## config.mk

```make
export PLATFORM = sky130hd
export DESIGN_NAME = tmb_timebase
export DESIGN_NICKNAME = d
export VERILOG_FILES = /design/src/rtl/tmb_pkg.sv /design/src/rtl/tmb_regs.sv /design/src/rtl/tmb_tick.sv /design/src/rtl/tmb_count.sv /design/src/rtl/tmb_timebase.sv
export SDC_FILE = /design/constraint.sdc
export NUM_CORES = 1
export LEC_CHECK = 0
export BUFFER_PORTS_ARGS = -buffer_cell sky130_fd_sc_hd__buf_2
export CAP_MARGIN = 25
export CORE_MARGIN = 2
export CORE_UTILIZATION = 48
export CTS_CLUSTER_DIAMETER = 120
export DETAILED_ROUTE_END_ITERATION = 10
export GPL_TIMING_DRIVEN = 0
export PLACE_DENSITY = 0.76
export SLEW_MARGIN = 0
export SYNTH_ARGS = -nofsm -noshare
export SYNTH_HDL_FRONTEND = slang
export SYNTH_HIERARCHICAL = 1
export SYNTH_SLANG_ARGS = --single-unit
```

## constraint.sdc

```tcl
create_clock -name clk -period 3.4 [get_ports clk]
set_clock_uncertainty 0.1 [all_clocks]
set_input_delay 0.51 -clock clk [delete_from_list [all_inputs] [get_ports clk]]
set_output_delay 0.51 -clock clk [all_outputs]
set_load 0.005 [all_outputs]
```

## src/rtl/tmb_pkg.sv

```systemverilog
package tmb_pkg;

    // Control word, run in bit 0 up to trigger select in bits 8:6
    typedef struct packed {
        logic [2:0] trig;
        logic [2:0] slave;
        logic       ext1;
        logic       dir;
        logic       run;
    } tmb_ctrl_t;

    localparam int CTRL_W = $bits(tmb_ctrl_t);
    localparam int ADDR_W = 2;

    localparam logic [ADDR_W-1:0] ADDR_CTRL   = 2'd0;
    localparam logic [ADDR_W-1:0] ADDR_PRE    = 2'd1;
    localparam logic [ADDR_W-1:0] ADDR_RELOAD = 2'd2;
    localparam logic [ADDR_W-1:0] ADDR_EVT    = 2'd3;

    // Code that selects the external source through the slave/trigger pair
    localparam logic [2:0] EXT_SEL_CODE = 3'b111;

endpackage

```

## src/rtl/tmb_regs.sv

```systemverilog
module tmb_regs
    import tmb_pkg::*;
#(
    parameter int DATA_W = 16,
    parameter int PSC_W  = 16,
    parameter int CNT_W  = 16
) (
    input  logic              clk,
    input  logic              rst_n,
    input  logic              wr_en,
    input  logic [ADDR_W-1:0] wr_addr,
    input  logic [DATA_W-1:0] wr_data,
    input  logic              evt,
    output tmb_ctrl_t         ctrl,
    output logic [PSC_W-1:0]  psc_act,
    output logic [CNT_W-1:0]  reload,
    output logic              ug
);

    typedef struct packed {
        tmb_ctrl_t        ctrl;
        logic [PSC_W-1:0] psc_pre;
        logic [PSC_W-1:0] psc_act;
        logic [CNT_W-1:0] reload;
        logic             ug;
    } regs_t;

    regs_t regs_d, regs_q;
    logic  unused_data;

    assign unused_data = ^wr_data;

    always_comb begin
        regs_d    = regs_q;
        regs_d.ug = 1'b0;
        // shadow takes the preload only on an update event
        if (evt) begin
            regs_d.psc_act = regs_q.psc_pre;
        end
        if (wr_en) begin
            case (wr_addr)
                ADDR_CTRL:   regs_d.ctrl    = tmb_ctrl_t'(wr_data[CTRL_W-1:0]);
                ADDR_PRE:    regs_d.psc_pre = wr_data[PSC_W-1:0];
                ADDR_RELOAD: regs_d.reload  = wr_data[CNT_W-1:0];
                default:     regs_d.ug      = wr_data[0];
            endcase
        end
    end

    always_ff @(posedge clk or negedge rst_n) begin
        if (!rst_n) begin
            regs_q         <= '0;
            regs_q.reload  <= '1;
        end else begin
            regs_q <= regs_d;
        end
    end

    assign ctrl    = regs_q.ctrl;
    assign psc_act = regs_q.psc_act;
    assign reload  = regs_q.reload;
    assign ug      = regs_q.ug;

endmodule

```

## src/rtl/tmb_tick.sv

```systemverilog
module tmb_tick
    import tmb_pkg::*;
(
    input  logic      clk,
    input  logic      rst_n,
    input  tmb_ctrl_t ctrl,
    input  logic      ext_i,
    output logic      tick,
    output logic      ext_sel
);

    typedef struct packed {
        logic ext_prev;
    } tick_t;

    tick_t tick_d, tick_q;
    logic  rise;

    always_comb begin
        tick_d.ext_prev = ext_i;
        ext_sel = ctrl.ext1 |
                  ((ctrl.slave == EXT_SEL_CODE) && (ctrl.trig == EXT_SEL_CODE));
        rise    = ext_i & ~tick_q.ext_prev;
        tick    = ctrl.run & ~ctrl.dir & (ext_sel ? rise : 1'b1);
    end

    always_ff @(posedge clk or negedge rst_n) begin
        if (!rst_n) begin
            tick_q <= '0;
        end else begin
            tick_q <= tick_d;
        end
    end

endmodule

```

## src/rtl/tmb_count.sv

```systemverilog
module tmb_count #(
    parameter int PSC_W = 16,
    parameter int CNT_W = 16
) (
    input  logic             clk,
    input  logic             rst_n,
    input  logic             tick,
    input  logic             ug,
    input  logic [PSC_W-1:0] psc_act,
    input  logic [CNT_W-1:0] reload,
    output logic [PSC_W-1:0] pcnt,
    output logic [CNT_W-1:0] cnt,
    output logic             evt,
    output logic             upd
);

    typedef struct packed {
        logic [PSC_W-1:0] pcnt;
        logic [CNT_W-1:0] cnt;
        logic             upd;
    } count_t;

    count_t cnt_d, cnt_q;
    logic   psc_wrap;
    logic   ovf;

    always_comb begin
        psc_wrap  = tick && (cnt_q.pcnt >= psc_act);
        ovf       = psc_wrap && (cnt_q.cnt >= reload);
        evt       = ovf | ug;
        cnt_d     = cnt_q;
        cnt_d.upd = evt;
        if (ug) begin
            cnt_d.pcnt = '0;
            cnt_d.cnt  = '0;
        end else if (tick) begin
            if (psc_wrap) begin
                cnt_d.pcnt = '0;
                cnt_d.cnt  = ovf ? '0 : cnt_q.cnt + 1'b1;
            end else begin
                cnt_d.pcnt = cnt_q.pcnt + 1'b1;
            end
        end
    end

    always_ff @(posedge clk or negedge rst_n) begin
        if (!rst_n) begin
            cnt_q <= '0;
        end else begin
            cnt_q <= cnt_d;
        end
    end

    assign pcnt = cnt_q.pcnt;
    assign cnt  = cnt_q.cnt;
    assign upd  = cnt_q.upd;

endmodule

```

## src/rtl/tmb_timebase.sv

```systemverilog
module tmb_timebase
    import tmb_pkg::*;
#(
    parameter int DATA_W = 16,
    parameter int PSC_W  = 16,
    parameter int CNT_W  = 16
) (
    input  logic              clk,
    input  logic              rst_n,
    input  logic              wr_en,
    input  logic [1:0]        wr_addr,
    input  logic [DATA_W-1:0] wr_data,
    input  logic              ext_i,
    output logic [CNT_W-1:0]  cnt_o,
    output logic [PSC_W-1:0]  psc_cnt_o,
    output logic              upd_o
);

    tmb_ctrl_t        ctrl_w;
    logic [PSC_W-1:0] psc_act_w;
    logic [CNT_W-1:0] reload_w;
    logic             ug_w;
    logic             evt_w;
    logic             tick_w;
    logic             ext_sel_w;

    tmb_regs #(
        .DATA_W (DATA_W),
        .PSC_W  (PSC_W),
        .CNT_W  (CNT_W)
    ) i_regs (
        .clk     (clk),
        .rst_n   (rst_n),
        .wr_en   (wr_en),
        .wr_addr (wr_addr),
        .wr_data (wr_data),
        .evt     (evt_w),
        .ctrl    (ctrl_w),
        .psc_act (psc_act_w),
        .reload  (reload_w),
        .ug      (ug_w)
    );

    tmb_tick i_tick (
        .clk     (clk),
        .rst_n   (rst_n),
        .ctrl    (ctrl_w),
        .ext_i   (ext_i),
        .tick    (tick_w),
        .ext_sel (ext_sel_w)
    );

    tmb_count #(
        .PSC_W (PSC_W),
        .CNT_W (CNT_W)
    ) i_count (
        .clk     (clk),
        .rst_n   (rst_n),
        .tick    (tick_w),
        .ug      (ug_w),
        .psc_act (psc_act_w),
        .reload  (reload_w),
        .pcnt    (psc_cnt_o),
        .cnt     (cnt_o),
        .evt     (evt_w),
        .upd     (upd_o)
    );

endmodule

```

==> out/qor.txt <==
element type at the critical path start = register
deepest level of the CTS H-tree = 3
CTS tree = done
y dimension of the die = 107.6 microns
largest voltage drop on the vdd net = 0.1933 mV
clock latency on the worst-skew pair = 0.37 ns
Arr. time, crit path = 3.37 ns
number of synthesized register bits = 92
CTS resizes = 0
Initial DRT Pass Iterations = 4
average wire length per cell after detail routing = 15.82 microns
residual DRC count = 0
number of failing setup endpoints in the final timing report = 0
number of buffers on the longest clock path = 2
post-layout total power = 3.119 mW
library cell with the largest summed area after synthesis = dfrtp_1
worst-case reg-to-reg path depth = 11
reg-to-reg setup timing slack = 0.18 ns
Primary FF master, synth = dfrtp_1
DRT antenna net count = 0
initial standard-cell utilization of the core = 0.4967
Ant. Diodes = 0
overall overflow remaining after global route = 0
maximum clock frequency = 310.5 MHz
Power Dens Cells = 536.7 nW/um^2
vias = 3517
sink of the worst hold path = i_tick/tick_q
drt initial violations = 118
worst stage delay on the critical path = 0.55 ns
vias in the first global route = 3582
cell count after placement = 649
per-instance average area after synthesis = 11.25 sq um
floorplan die area = 11580 sq um
Port Buf Inserts = 54
static leakage = 2.928 nW
final design instance area without fill = 5811 sq um
Syn Std Cell Area = 5151 sq um
Cells after Synth = 458
setup repair after global routing missed its margin = no
total clock buffers created by CTS = 9
cell repeated most along the worst path = buf_2
core region area = 10370 sq um
placer congestion estimate = 0.7966
Unique masters post-synth = 48
final critical-path required period = 3.220 ns
status = complete, no violations
Cell Chain, Critical Path = buf_4, inv_1, ha_1, o2111ai_1, nand3_1, nand2_1, o21ai_1, and2_1, buf_2, buf_2, mux2_2
largest fanout on the critical path = 10
total negative slack for setup checks = 0 ns
Finished Layout Cells = 666
share of the synthesized area in the top cell type = 0.3692
global-route usage over all layers = 0.1969
post-detail-place hpwl = 8043 microns
initial antenna violation count = 0
share of final-layout standard cells stronger than drive strength 1 = 0.3868
top cells by area, synth = dfrtp_1 37%, mux2_2 8.3%, ha_1 8.3%
final-report hold violation count = 0
total placed instance area = 5622 sq um
slew at the pin closest to its max-slew limit = 0.6186 ns
count of flip-flops with a built-in enable after synthesis = 0
count of standard-cell rows = 37
wire length reported by the detailed router = 10540 microns
share of synthesized flip-flops with an asynchronous set or reset = 1.000
relative slew slack = 0.5849
relative area change from synthesis to final layout = 12.80%
nature of the critical path endpoint = register
final net count = 581
origin of the critical flop-to-flop path = i_regs/reload[15]
hold path depth = 1
final max-slew violation count = 0
PnR worst setup slack = 0.1797 ns
sequential share of the synthesized area = 0.4508
Worst path slowest cell = dfstp_2
most used standard cell by instance count after synthesis = dfrtp_1
list of most frequent post-synthesis cells = 76 x dfrtp_1, 42 x buf_4, 38 x mux2_2, 34 x ha_1, 34 x inv_1
hold wc startpoint = ext_i
Hold/Removal Path Class = primary input to register
number of synthesis warnings = 6
buffer cell driving the clock tree root = clkbuf_8
width of the die = 107.6 microns
sinks on the clock net = 92
post-detailed-route via-to-cell ratio = 5.281
largest net degree at the start of global routing = 67
IO Count = 55
path type of the worst setup path = register to register
global-route wire length before repair = 17750 microns
number of post-CTS setup repair buffers = 0
number of max-cap violations = 0
Data required, critical path = 3.55 ns
CTS Hold Buffers Added = 1
Tcrit/Tclk final = 0.9472
Worst-path clk slew = 0.09 ns
post-placement worst setup slack = 0.2393 ns
end of the worst register-to-register path = i_regs/psc_act[13]
Synthesized Nets = 514
## metal layers
| layer | GRT usage | wire length (microns) | part of all wire | vias up |
|---|---|---|---|---|
| li1 | - | - | - | 1709 |
| met1 | 0.2644 | 4903 | 0.47 | 1730 |
| met2 | 0.3181 | 5112 | 0.49 | 65 |
| met3 | 0.02603 | 320 | 0.030 | 13 |
| met4 | 0.08883 | 201 | 0.019 | 0 |
| met5 | 0 | 0 | 0 | - |
## state kept, by name, summed over array words and instances (netlist names)
name,cells
i_regs/ctrl,9
i_regs/ug,1
i_tick/tick_q,1
i_regs/reload,16
i_count/pcnt,16
i_count/cnt,16
i_regs/psc_act,16
i_count/upd,1
i_regs/regs_q,16
## placed cells by master, fill, tap and decap left out, drive strengths merged, types with 2 or more instances in the layout
cell,netlist,final
a211oi,3,3
a21boi,2,2
a21o,2,2
a21oi,10,10
a221o,3,3
a22o,14,14
and2,3,3
and3,6,6
and4,5,5
buf,49,104
clkbuf,0,11
clkinv,0,2
clkinvlp,0,2
dfrtp,76,76
dfstp,16,16
ha,34,34
inv,34,35
mux2,58,58
nand2,22,22
nand2b,5,5
nand3,18,18
nand3b,2,2
nand4,6,6
nor2,25,25
nor2b,10,10
nor3,3,3
nor4,3,3
o211ai,2,2
o21ai,23,23
or3,3,3
xor2,10,10
## power breakdown
group          switching [mW]  internal (mW)
clock                   0.392          0.289
sequential              0.154           1.29
combinational           0.475          0.519
total                    1.02           2.10
## metrics by stage
stage               hold WS [ns]    util
global placement          0.3814  0.5392
CTS                       0.1462  0.5603
finish                    0.1672  0.5603
floorplan                 0.1144       -
detailed placement        0.3496  0.5421
global route              0.1591  0.5603
## final cells by class
type                    instances  area [sq um]
plain buffers                  49         362.8
clock buffers                  11         141.4
clock inverters                 5         37.54
fillers                       886          4559
inverters                      34         127.6
multi-input cells             283          2338
flip-flops and latches         92          2322
well taps                     136         170.2
repair buffers                 56         310.3
## critical path: cells and delay by family (launching register included)
| kind | cells | cell delay [ns] |
|---|---|---|
| AND/OR/NAND/NOR | 3 | 0.50 |
| multiplexers | 1 | 0.37 |
| adder cells (fa/ha/maj) | 1 | 0.33 |
| flip-flops | 1 | 0.55 |
| buffers and inverters | 4 | 0.65 |
| AO/OA/AOI/OAI | 2 | 0.61 |
## logic make-up after synthesis
group                      after synthesis  synth area share
xor gates and xnor gates                11           0.01870
adders and majority gates               34           0.08258
buffers and inverters                   83           0.09521
AOI/OAI and AO/OA                       66           0.09060
muxes                                   58            0.1414
DFF                                     92            0.4508
and+or+nand+nor                        114            0.1207
## how the worst max path moves through the flow
stage / startpoint / end / slack (ns)
finish: i_regs/reload[15] / i_regs/psc_act[13] / 0.18
global route: i_regs/reload[15] / i_regs/psc_act[13] / 0.007
CTS: i_regs/reload[14] / i_regs/psc_act[13] / 0.21
detailed placement: i_regs/reload[2] / i_regs/psc_act[8] / 0.24
global placement: i_regs/reload[2] / i_regs/psc_act[10] / 0.25
floorplan: i_regs/reload[7] / i_regs/psc_act[10] / 0.69
Power figures use the tool's default switching activity.
